### config.mk
export PLATFORM = sky130hd
export DESIGN_NAME = hdsync_seqgen
export DESIGN_NICKNAME = d
export VERILOG_FILES = /design/src/rtl/hsg_pkg.sv /design/src/rtl/hsg_wr_ctrl.sv /design/src/rtl/hsg_tables.sv /design/src/rtl/hsg_walker.sv /design/src/rtl/hdsync_seqgen.sv
export SDC_FILE = /design/constraint.sdc
export NUM_CORES = 1
export LEC_CHECK = 0
export ABC_CLOCK_PERIOD_IN_PS = 3650
export BUFFER_PORTS_ARGS = -buffer_cell sky130_fd_sc_hd__buf_2
export CORE_MARGIN = 5
export CORE_UTILIZATION = 50
export CTS_BUF_LIST = sky130_fd_sc_hd__clkbuf_16
export DETAILED_ROUTE_END_ITERATION = 10
export PLACE_DENSITY = 0.65
export REMOVE_ABC_BUFFERS = 1
export SETUP_SLACK_MARGIN = 0.5
export SLEW_MARGIN = 30
export SYNTH_ARGS = -nofsm -noshare
export SYNTH_HDL_FRONTEND = slang
export SYNTH_HIERARCHICAL = 1
export SYNTH_SLANG_ARGS = --single-unit
export TNS_END_PERCENT = 50
### constraint.sdc
create_clock -name clk -period 3.65 [get_ports clk]
set_input_delay 0.365 -clock clk [delete_from_list [all_inputs] [get_ports clk]]
set_output_delay 0.365 -clock clk [all_outputs]
set_load 0.1 [all_outputs]
### src/rtl/hsg_pkg.sv
package hsg_pkg;

  typedef enum logic [1:0] {
    LVL_ZERO  = 2'd0,
    LVL_NEG   = 2'd1,
    LVL_POS   = 2'd2,
    LVL_BLACK = 2'd3
  } lvl_e;

  typedef enum logic [1:0] {
    SEL_SEQ  = 2'd0,
    SEL_TYPE = 2'd1,
    SEL_SEG  = 2'd2,
    SEL_CLR  = 2'd3
  } tsel_e;

endpackage

### src/rtl/hsg_wr_ctrl.sv
module hsg_wr_ctrl
  import hsg_pkg::*;
#(
  parameter int SEQ_DEPTH = 16,
  parameter int TYPE_CNT  = 16,
  parameter int SEG_DEPTH = 32,
  localparam int SQW = $clog2(SEQ_DEPTH),
  localparam int TYW = $clog2(TYPE_CNT),
  localparam int SPW = $clog2(SEG_DEPTH) + 1
) (
  input  logic           clk,
  input  logic           rst_n,
  input  logic           wr_en,
  input  logic           rd_en,
  input  logic [1:0]     sel,
  output logic [SQW-1:0] seq_ptr,
  output logic [TYW-1:0] typ_ptr,
  output logic [SPW-1:0] seg_ptr,
  output logic           seq_we,
  output logic           typ_we,
  output logic           seg_we
);

  tsel_e          sel_e;
  logic           step;
  logic [SQW-1:0] seq_ptr_d;
  logic [TYW-1:0] typ_ptr_d;
  logic [SPW-1:0] seg_ptr_d;

  assign sel_e = tsel_e'(sel);
  assign step  = wr_en | rd_en;

  assign seq_we = wr_en && (sel_e == SEL_SEQ);
  assign typ_we = wr_en && (sel_e == SEL_TYPE);
  assign seg_we = wr_en && (sel_e == SEL_SEG);

  always_comb begin
    seq_ptr_d = seq_ptr;
    typ_ptr_d = typ_ptr;
    seg_ptr_d = seg_ptr;
    if (step) begin
      unique case (sel_e)
        SEL_SEQ:  seq_ptr_d = seq_ptr + SQW'(1);
        SEL_TYPE: typ_ptr_d = typ_ptr + TYW'(1);
        SEL_SEG:  seg_ptr_d = seg_ptr + SPW'(1);
        SEL_CLR: begin
          seq_ptr_d = '0;
          typ_ptr_d = '0;
          seg_ptr_d = '0;
        end
        default: ;
      endcase
    end
  end

  always_ff @(posedge clk or negedge rst_n) begin
    if (!rst_n) begin
      seq_ptr <= '0;
      typ_ptr <= '0;
      seg_ptr <= '0;
    end else if (step) begin
      seq_ptr <= seq_ptr_d;
      typ_ptr <= typ_ptr_d;
      seg_ptr <= seg_ptr_d;
    end
  end

  AST_SEQ_PTR_STEP: assert property (@(posedge clk) disable iff (!rst_n)
    (wr_en && sel_e == SEL_SEQ) |=> seq_ptr == $past(seq_ptr) + SQW'(1));

  AST_SEG_PTR_STEP: assert property (@(posedge clk) disable iff (!rst_n)
    (rd_en && !wr_en && sel_e == SEL_SEG) |=> seg_ptr == $past(seg_ptr) + SPW'(1));

  AST_PTR_CLEAR: assert property (@(posedge clk) disable iff (!rst_n)
    (step && sel_e == SEL_CLR) |=> (seq_ptr == '0 && typ_ptr == '0 && seg_ptr == '0));

endmodule

### src/rtl/hsg_tables.sv
module hsg_tables #(
  parameter int SEQ_DEPTH = 16,
  parameter int TYPE_CNT  = 16,
  parameter int SEG_DEPTH = 32,
  parameter int DUR_W     = 13,
  localparam int SQW = $clog2(SEQ_DEPTH),
  localparam int TYW = $clog2(TYPE_CNT),
  localparam int SGW = $clog2(SEG_DEPTH),
  localparam int SPW = SGW + 1,
  localparam int DHW = DUR_W - 8
) (
  input  logic             clk,
  input  logic             seq_we,
  input  logic             typ_we,
  input  logic             seg_we,
  input  logic [SQW-1:0]   seq_ptr,
  input  logic [TYW-1:0]   typ_ptr,
  input  logic [SPW-1:0]   seg_ptr,
  input  logic [7:0]       wdata,
  input  logic [1:0]       rd_sel,
  output logic [7:0]       rd_data,
  input  logic [SQW-1:0]   seq_cur_addr,
  output logic             seq_cur_last,
  input  logic [SQW-1:0]   seq_nxt_addr,
  output logic [SGW-1:0]   nxt_start,
  input  logic [SGW-1:0]   seg_addr,
  output logic [DUR_W-1:0] seg_dur,
  output logic [1:0]       seg_lvl,
  output logic             seg_eol
);

  logic             seq_last_m [SEQ_DEPTH];
  logic [TYW-1:0]   seq_type_m [SEQ_DEPTH];
  logic [SGW-1:0]   typ_start_m[TYPE_CNT];
  logic [DUR_W-1:0] seg_dur_m  [SEG_DEPTH];
  logic [1:0]       seg_lvl_m  [SEG_DEPTH];
  logic             seg_eol_m  [SEG_DEPTH];

  logic [SGW-1:0]   seg_widx;
  assign seg_widx = seg_ptr[SPW-1:1];

  always_ff @(posedge clk) begin
    if (seq_we) begin
      seq_last_m[seq_ptr] <= wdata[7];
      seq_type_m[seq_ptr] <= wdata[TYW-1:0];
    end
    if (typ_we) begin
      typ_start_m[typ_ptr] <= wdata[SGW-1:0];
    end
    if (seg_we) begin
      if (!seg_ptr[0]) begin
        seg_dur_m[seg_widx][7:0] <= wdata;
      end else begin
        seg_dur_m[seg_widx][DUR_W-1:8] <= wdata[DHW-1:0];
        seg_lvl_m[seg_widx]            <= wdata[6:5];
        seg_eol_m[seg_widx]            <= wdata[7];
      end
    end
  end

  // walker lookups: current line's last flag, next line's first segment
  assign seq_cur_last = seq_last_m[seq_cur_addr];
  assign nxt_start    = typ_start_m[seq_type_m[seq_nxt_addr]];
  assign seg_dur      = seg_dur_m[seg_addr];
  assign seg_lvl      = seg_lvl_m[seg_addr];
  assign seg_eol      = seg_eol_m[seg_addr];

  // software readback in write layout
  always_comb begin
    rd_data = '0;
    unique case (rd_sel)
      2'd0: begin
        rd_data[7]       = seq_last_m[seq_ptr];
        rd_data[TYW-1:0] = seq_type_m[seq_ptr];
      end
      2'd1: rd_data[SGW-1:0] = typ_start_m[typ_ptr];
      2'd2: begin
        if (!seg_ptr[0]) begin
          rd_data = seg_dur_m[seg_widx][7:0];
        end else begin
          rd_data[DHW-1:0] = seg_dur_m[seg_widx][DUR_W-1:8];
          rd_data[6:5]     = seg_lvl_m[seg_widx];
          rd_data[7]       = seg_eol_m[seg_widx];
        end
      end
      default: rd_data = '0;
    endcase
  end

endmodule

### src/rtl/hsg_walker.sv
module hsg_walker
  import hsg_pkg::*;
#(
  parameter int SEQ_DEPTH = 16,
  parameter int SEG_DEPTH = 32,
  parameter int DUR_W     = 13,
  localparam int SQW = $clog2(SEQ_DEPTH),
  localparam int SGW = $clog2(SEG_DEPTH)
) (
  input  logic             clk,
  input  logic             rst_n,
  input  logic             run,
  output logic [SQW-1:0]   seq_cur,
  input  logic             seq_cur_last,
  output logic [SQW-1:0]   seq_nxt,
  input  logic [SGW-1:0]   nxt_start,
  output logic [SGW-1:0]   seg_addr,
  input  logic [DUR_W-1:0] seg_dur,
  input  logic [1:0]       seg_lvl,
  input  logic             seg_eol,
  output logic [1:0]       level,
  output logic             line_start,
  output logic             frame_start
);

  logic             active_q, active_d;
  logic             first_q, first_d;
  logic [SQW-1:0]   seq_q, seq_d;
  logic [SGW-1:0]   seg_q, seg_d;
  logic [DUR_W-1:0] cnt_q, cnt_d;
  logic             seq_wrap, seg_done;
  lvl_e             lvl_d;
  logic             ls_d, fs_d;

  assign seq_cur  = seq_q;
  assign seg_addr = seg_q;
  assign seq_wrap = seq_cur_last || (seq_q == SQW'(SEQ_DEPTH - 1));
  assign seq_nxt  = (!active_q || seq_wrap) ? '0 : seq_q + SQW'(1);
  assign seg_done = (cnt_q == seg_dur);

  // next state of the table walk
  always_comb begin
    active_d = active_q;
    first_d  = 1'b0;
    seq_d    = seq_q;
    seg_d    = seg_q;
    cnt_d    = cnt_q;
    if (!active_q) begin
      if (run) begin
        active_d = 1'b1;
        first_d  = 1'b1;
        seq_d    = seq_nxt;
        seg_d    = nxt_start;
        cnt_d    = '0;
      end
    end else if (!run) begin
      active_d = 1'b0;
    end else if (seg_done) begin
      cnt_d = '0;
      if (seg_eol) begin
        first_d = 1'b1;
        seq_d   = seq_nxt;
        seg_d   = nxt_start;
      end else begin
        seg_d = seg_q + SGW'(1);
      end
    end else begin
      cnt_d = cnt_q + DUR_W'(1);
    end
  end

  // output codes for the pixel now addressed
  always_comb begin
    lvl_d = active_q ? lvl_e'(seg_lvl) : LVL_ZERO;
    ls_d  = active_q && first_q;
    fs_d  = active_q && first_q && (seq_q == '0);
  end

  always_ff @(posedge clk or negedge rst_n) begin
    if (!rst_n) begin
      active_q <= 1'b0;
      first_q  <= 1'b0;
      seq_q    <= '0;
      seg_q    <= '0;
      cnt_q    <= '0;
    end else begin
      active_q <= active_d;
      first_q  <= first_d;
      seq_q    <= seq_d;
      seg_q    <= seg_d;
      cnt_q    <= cnt_d;
    end
  end

  always_ff @(posedge clk or negedge rst_n) begin
    if (!rst_n) begin
      level       <= LVL_ZERO;
      line_start  <= 1'b0;
      frame_start <= 1'b0;
    end else begin
      level       <= lvl_d;
      line_start  <= ls_d;
      frame_start <= fs_d;
    end
  end

  AST_CNT_STEP: assert property (@(posedge clk) disable iff (!rst_n)
    (active_q && cnt_q != '0) |-> ($past(active_q) && cnt_q == $past(cnt_q) + DUR_W'(1)));

  AST_SEG_ORDER: assert property (@(posedge clk) disable iff (!rst_n)
    (active_q && $past(active_q) && !first_q && seg_q != $past(seg_q))
      |-> seg_q == $past(seg_q) + SGW'(1));

  AST_SEQ_ADVANCE: assert property (@(posedge clk) disable iff (!rst_n)
    (active_q && $past(active_q) && seq_q != $past(seq_q))
      |-> (seq_q == '0 || seq_q == $past(seq_q) + SQW'(1)));

  AST_FRAME_IN_LINE: assert property (@(posedge clk) disable iff (!rst_n)
    frame_start |-> line_start);

  AST_STOP_IDLE: assert property (@(posedge clk) disable iff (!rst_n)
    !run |=> !active_q);

  AST_IDLE_BLANK: assert property (@(posedge clk) disable iff (!rst_n)
    !active_q |=> (level == LVL_ZERO && !line_start));

endmodule

### src/rtl/hdsync_seqgen.sv
module hdsync_seqgen
  import hsg_pkg::*;
#(
  parameter int SEQ_DEPTH = 16,
  parameter int TYPE_CNT  = 16,
  parameter int SEG_DEPTH = 32,
  parameter int DUR_W     = 13,
  localparam int SQW = $clog2(SEQ_DEPTH),
  localparam int TYW = $clog2(TYPE_CNT),
  localparam int SGW = $clog2(SEG_DEPTH),
  localparam int SPW = SGW + 1
) (
  input  logic       clk,
  input  logic       rst_n,
  input  logic       run,
  input  logic [1:0] tbl_sel,
  input  logic       wr_en,
  input  logic       rd_en,
  input  logic [7:0] wr_data,
  output logic [7:0] rd_data,
  output logic [1:0] level,
  output logic       line_start,
  output logic       frame_start
);

  logic rst_meta, rst_sync;

  always_ff @(posedge clk or negedge rst_n) begin
    if (!rst_n) begin
      rst_meta <= 1'b0;
      rst_sync <= 1'b0;
    end else begin
      rst_meta <= 1'b1;
      rst_sync <= rst_meta;
    end
  end

  logic [SQW-1:0]   seq_ptr, seq_cur, seq_nxt;
  logic [TYW-1:0]   typ_ptr;
  logic [SPW-1:0]   seg_ptr;
  logic             seq_we, typ_we, seg_we;
  logic             seq_cur_last;
  logic [SGW-1:0]   nxt_start, seg_addr;
  logic [DUR_W-1:0] seg_dur;
  logic [1:0]       seg_lvl;
  logic             seg_eol;

  hsg_wr_ctrl #(
    .SEQ_DEPTH(SEQ_DEPTH), .TYPE_CNT(TYPE_CNT), .SEG_DEPTH(SEG_DEPTH)
  ) u_wr (
    .clk    (clk),
    .rst_n  (rst_sync),
    .wr_en  (wr_en),
    .rd_en  (rd_en),
    .sel    (tbl_sel),
    .seq_ptr(seq_ptr),
    .typ_ptr(typ_ptr),
    .seg_ptr(seg_ptr),
    .seq_we (seq_we),
    .typ_we (typ_we),
    .seg_we (seg_we)
  );

  hsg_tables #(
    .SEQ_DEPTH(SEQ_DEPTH), .TYPE_CNT(TYPE_CNT), .SEG_DEPTH(SEG_DEPTH), .DUR_W(DUR_W)
  ) u_tab (
    .clk         (clk),
    .seq_we      (seq_we),
    .typ_we      (typ_we),
    .seg_we      (seg_we),
    .seq_ptr     (seq_ptr),
    .typ_ptr     (typ_ptr),
    .seg_ptr     (seg_ptr),
    .wdata       (wr_data),
    .rd_sel      (tbl_sel),
    .rd_data     (rd_data),
    .seq_cur_addr(seq_cur),
    .seq_cur_last(seq_cur_last),
    .seq_nxt_addr(seq_nxt),
    .nxt_start   (nxt_start),
    .seg_addr    (seg_addr),
    .seg_dur     (seg_dur),
    .seg_lvl     (seg_lvl),
    .seg_eol     (seg_eol)
  );

  hsg_walker #(
    .SEQ_DEPTH(SEQ_DEPTH), .SEG_DEPTH(SEG_DEPTH), .DUR_W(DUR_W)
  ) u_walk (
    .clk         (clk),
    .rst_n       (rst_sync),
    .run         (run),
    .seq_cur     (seq_cur),
    .seq_cur_last(seq_cur_last),
    .seq_nxt     (seq_nxt),
    .nxt_start   (nxt_start),
    .seg_addr    (seg_addr),
    .seg_dur     (seg_dur),
    .seg_lvl     (seg_lvl),
    .seg_eol     (seg_eol),
    .level       (level),
    .line_start  (line_start),
    .frame_start (frame_start)
  );

  AST_RESET_QUIET: assert property (@(posedge clk)
    !rst_sync |=> (!rst_sync || (level == 2'd0 && !frame_start)));

endmodule

==> run_results.csv <==
group,metric,value,unit
run_status,status,"finished, violations left",
run_status,violations,"setup timing",
power,vdd_drop_max,0.000385,V
detailed_routing,via_per_inst,6.65,
logic_synthesis,asyncSetResetFlopFracSynth,6.15,%
cells_and_area,num-fill-cells,4709,
timing,pins_over_slew_limit,0,
global_route,grt_antenna_before_repair,3,
detailed_routing,detailroute.via_count,20000,
logic_synthesis,netlist-cell-type-count,70,
die,initial_core_util,50.5,%
global_route,grt_pass1_wl,137000,µm
logic_synthesis,top_reg_cell_synth,"sky130_fd_sc_hd__edfxtp_1",
logic_synthesis,synth_enable_flop_cells,672,
logic_synthesis,syn-cell-area,34000,µm²
power,finalPower,0.0287,W
timing,max-slew-margin-rel,36.1,%
die,die-width,271,µm
worst_setup_path,critPathMaxFanout,6,
timing,setup_tns,-6340,ps
cells_and_area,areaGrowthSynthToFinish,20.7,%
logic_synthesis,netlist_instances,1770,
global_route,grt_max_degree,97,
timing,setup_viol_count_final,21,
timing,fmax,216,MHz
die,dieHeight,271,µm
worst_setup_path,r2r.worst_path.cells,16,
clock_tree,tritoncts_clock_tree,"yes",
timing,worst_slew_pin_slew,959,ps
detailed_routing,drt_iter0_drc,2346,
power,leakagePower,13.7,nW
clock_tree,numCtsBuffers,77,
placed_design,numPortBuffers,26,
worst_setup_path,cp_common_cell,"sky130_fd_sc_hd__mux4_2",
die,top_level_ports,27,
logic_synthesis,syn_area_per_cell,19.2,µm²
clock_tree,clock-root-buffer,"sky130_fd_sc_hd__clkbuf_16",
worst_setup_path,crit_required,4140,ps
timing,timing.final.crit_share,127,%
global_route,grt_pass1_vias,19900,
global_route,grt_use_total,25.5,%
detailed_routing,drt_first_pass_iters,5,
placed_design,dpl.hpwl,62100,µm
logic_synthesis,yosys_warnings,6,
timing,finClkSkew,26.4,ps
die,core_region_area,67300,µm²
flow_run,maxCapViolCount,0,
timing,setup_slack,-977,ps
clock_tree,clock_latency,630,ps
clock_tree,cts_sinks,716,
logic_synthesis,ys_ff_latch,716,
die,row_count,95,
detailed_routing,totalWireLength,95200,µm
worst_setup_path,cpMaxStageDelayCell,"sky130_fd_sc_hd__mux4_2",
clock_tree,cts_buffer_depth,3,
placed_design,gp_routability_congestion,0.881,
timing,finalHoldViolations,0,
detailed_routing,remaining_antenna_violation_count_after_routing,0,
timing,timing.final.crit_period,4630,ps
worst_setup_path,classification_of_the_worst_setup_path,"register to register",
detailed_routing,drt_drc_violations_left,0,
cells_and_area,drive_gt1_share,43.1,%
hold_path,worst_hold_path_type,"input pin to register",
cells_and_area,design.final.nets,2092,
worst_setup_path,slowest_delay,540,ps
die,die_area,73300,µm²
worst_setup_path,cp_data_arrival_time,5120,ps
clock_tree,worst_setup_hold_path_clk_slew,60,ps
worst_setup_path,cp-start-kind,"register",
worst_setup_path,crit_path_cell_trace,"mux4_2, mux4_2, nand2b_4, a31o_4, nor2_4, buf_6, mux4_2, mux4_2, buf_6, buf_12, mux2i_1, mux2i_1, a22oi_1, nand2_1, mux2_4, mux2_2",
timing,setup_repair_after_global_routing_missed_its_margin,"yes",
power,cell_area_power_density,700,nW/µm²
clock_tree,htree_levels,3,
hold_path,hold_depth,1,
detailed_routing,wl_per_cell,31.7,µm
global_route,grt_overflow,0,
logic_synthesis,ys_seq_area_share,62.6,%
worst_setup_path,crit_path_end_kind,"register",
[cell type report]
cell class / instances / area (µm²) / area share (%)
diodes: 2 / 5.00 / 0.0122
clock buffers: 81 / 2030 / 4.94
clock inverters: 61 / 452 / 1.10
inverters: 19 / 71.3 / 0.174
multi-input cells: 916 / 12500 / 30.6
flip-flops and latches: 716 / 21300 / 51.9
well taps: 873 / 1090 / 2.66
repair buffers: 332 / 3540 / 8.63
[final timing paths]
| check | slack, ps | startpoint | to |
|---|---|---|---|
| worst max register to register | -980 | u_walk/seq_cur[0]$_DFFE_PN0P_ | u_walk/seg_addr[1]$_DFFE_PN0P_ |
| max in group asynchronous | 2780 | rst_sync$_DFF_PN0_ | u_walk/seg_addr[1]$_DFFE_PN0P_ |
| worst min register to register | 340 | rst_sync$_DFF_PN0_ | u_walk/line_start$_DFF_PN0_ |
| worst min-delay path | 30 | run | u_walk/active_q$_DFF_PN0_ |
| worst max-delay path | -980 | u_walk/seq_cur[0]$_DFFE_PN0P_ | u_walk/seg_addr[1]$_DFFE_PN0P_ |
| min in group asynchronous | 50 | rst_n | rst_meta$_DFF_PN0_ |
[power breakdown]
part           internal, W  leakage, nW  switching [W]
Combinational      0.00620         5.84        0.00540
Sequential         0.00914         6.60       0.000373
Clock              0.00444         1.29        0.00319
Total               0.0198         13.7        0.00896
[cells in the final DEF, fill, tap and decap left out, types with 6 or more instances in the layout]
master                      instances
sky130_fd_sc_hd__a21oi_1           15
sky130_fd_sc_hd__a22oi_1           20
sky130_fd_sc_hd__and2_1             8
sky130_fd_sc_hd__buf_12            47
sky130_fd_sc_hd__buf_16            11
sky130_fd_sc_hd__buf_2             13
sky130_fd_sc_hd__buf_4            220
sky130_fd_sc_hd__buf_6             30
sky130_fd_sc_hd__bufinv_16          6
sky130_fd_sc_hd__clkbuf_16         84
sky130_fd_sc_hd__clkinv_1          18
sky130_fd_sc_hd__clkinv_2          10
sky130_fd_sc_hd__dfrtp_1           34
sky130_fd_sc_hd__edfxtp_1         672
sky130_fd_sc_hd__ha_1              15
sky130_fd_sc_hd__inv_1             38
sky130_fd_sc_hd__mux2_2            12
sky130_fd_sc_hd__mux2_4            18
sky130_fd_sc_hd__mux2i_1           70
sky130_fd_sc_hd__mux4_2           372
sky130_fd_sc_hd__nand2_1           52
sky130_fd_sc_hd__nand2_2            6
sky130_fd_sc_hd__nand2b_1          17
sky130_fd_sc_hd__nand3_1           25
sky130_fd_sc_hd__nand3b_1           6
sky130_fd_sc_hd__nand4_1            6
sky130_fd_sc_hd__nor2_1           114
sky130_fd_sc_hd__nor3_1            13
sky130_fd_sc_hd__o21ai_0           13
sky130_fd_sc_hd__o21ai_1            6
sky130_fd_sc_hd__xnor2_1            9
sky130_fd_sc_hd__xnor2_2            8
[state kept, by name (all words and copies together) (netlist names)]
name / flops
u_walk/level: 2
rst_meta: 1
u_wr/seg_ptr: 6
u_walk/cnt_q: 13
u_walk/frame_start: 1
u_wr/typ_ptr: 4
u_walk/active_q: 1
rst_sync: 1
u_walk/seq_cur: 4
u_walk/line_start: 1
u_tab/seg_dur_m: 416
u_tab/typ_start_m: 80
u_walk/first_q: 1
u_wr/seq_ptr: 4
u_walk/seg_addr: 5
u_tab/seq_last_m: 16
u_tab/seg_eol_m: 32
u_tab/seq_type_m: 64
u_tab/seg_lvl_m: 64
[cells in the mapped netlist, types with 3 or more instances]
| cell type | count | area [µm²] |
|---|---|---|
| sky130_fd_sc_hd__edfxtp_1 | 672 | 20200 |
| sky130_fd_sc_hd__mux4_2 | 372 | 8380 |
| sky130_fd_sc_hd__nor2_1 | 115 | 432 |
| sky130_fd_sc_hd__mux2i_1 | 78 | 781 |
| sky130_fd_sc_hd__clkbuf_1 | 60 | 225 |
| sky130_fd_sc_hd__nand2_1 | 58 | 218 |
| sky130_fd_sc_hd__dfrtp_1 | 44 | 1100 |
| sky130_fd_sc_hd__nand3_1 | 29 | 145 |
| sky130_fd_sc_hd__mux2_2 | 25 | 282 |
| sky130_fd_sc_hd__a21oi_1 | 21 | 105 |
| sky130_fd_sc_hd__a22oi_1 | 21 | 158 |
| sky130_fd_sc_hd__xnor2_1 | 21 | 184 |
| sky130_fd_sc_hd__buf_1 | 19 | 71.3 |
| sky130_fd_sc_hd__buf_2 | 19 | 95.1 |
| sky130_fd_sc_hd__o21ai_0 | 19 | 95.1 |
| sky130_fd_sc_hd__nand2b_1 | 18 | 113 |
| sky130_fd_sc_hd__inv_1 | 17 | 63.8 |
| sky130_fd_sc_hd__buf_4 | 15 | 113 |
| sky130_fd_sc_hd__ha_1 | 15 | 188 |
| sky130_fd_sc_hd__nor3_1 | 15 | 75.1 |
| sky130_fd_sc_hd__and2_1 | 8 | 50.1 |
| sky130_fd_sc_hd__a221oi_1 | 6 | 52.6 |
| sky130_fd_sc_hd__buf_6 | 6 | 67.6 |
| sky130_fd_sc_hd__mux2_1 | 6 | 67.6 |
| sky130_fd_sc_hd__nand3b_1 | 6 | 45.0 |
| sky130_fd_sc_hd__nand4_1 | 6 | 37.5 |
| sky130_fd_sc_hd__nor2b_1 | 6 | 37.5 |
| sky130_fd_sc_hd__nor4_1 | 4 | 25.0 |
| sky130_fd_sc_hd__o22ai_1 | 4 | 25.0 |
| sky130_fd_sc_hd__or3_1 | 4 | 25.0 |
| sky130_fd_sc_hd__xor2_1 | 4 | 35.0 |
| sky130_fd_sc_hd__a211o_1 | 3 | 26.3 |
| sky130_fd_sc_hd__a211oi_1 | 3 | 22.5 |
| sky130_fd_sc_hd__o221ai_1 | 3 | 26.3 |
[routing by layer]
| layer | part of all wire, % | track usage (%) |
|---|---|---|
| met5 | 0.021 | 0 |
| met2 | 50 | 42.3 |
| met4 | 3.2 | 6.78 |
| met3 | 8.4 | 4.86 |
| met1 | 39 | 35.5 |
[stage by stage]
step                      std cells  worst slack (ps)  hold WS [ps]  cell area, µm²  utilization [%]
final                          3000              -977          32.4           41000             61.0
after global placement         2767              -988           150           36700             54.6
after detailed placement       2767             -1090           154           36800             54.6
after floorplan                1651             -5660          69.4           33400                -
after CTS                      2955              -987         0.210           40300             59.8
after global routing           2998             -1120          22.2           41000             61.0
[timing repair]
action	4_1_cts	5_1_grt
buffers inserted	35	39
gates resized for setup	97	65
endpoints found under the setup margin	31	31
cloned	10	3
pin swaps	32	30
hold buffers	1	0
hold endpoints to repair	2	0
[cell families (layout without fill, tap and decap cells)]
group                    Yosys count  in the layout  share of synthesized area [%]
flip-flops                       716            716                           62.6
multiplexers                     481            481                           28.0
AND/OR/NAND/NOR                  282            282                           3.85
buffers and inverters            138            493                           1.89
AO/OA/AOI/OAI                    111            111                           2.41
XOR/XNOR                          26             26                          0.692
adder cells (fa/ha/maj)           15             15                          0.552
other                              1              3                         0.0110
[worst max-delay path, delay by kind of cell (launching register included)]
| kind | cells | cell delay, ps |
|---|---|---|
| and+or+nand+nor | 3 | 350 |
| muxes | 8 | 2840 |
| buffers and inverters | 3 | 440 |
| AOI/OAI and AO/OA | 2 | 410 |
| DFF | 1 | 460 |
(Power assumes the default switching activity.)
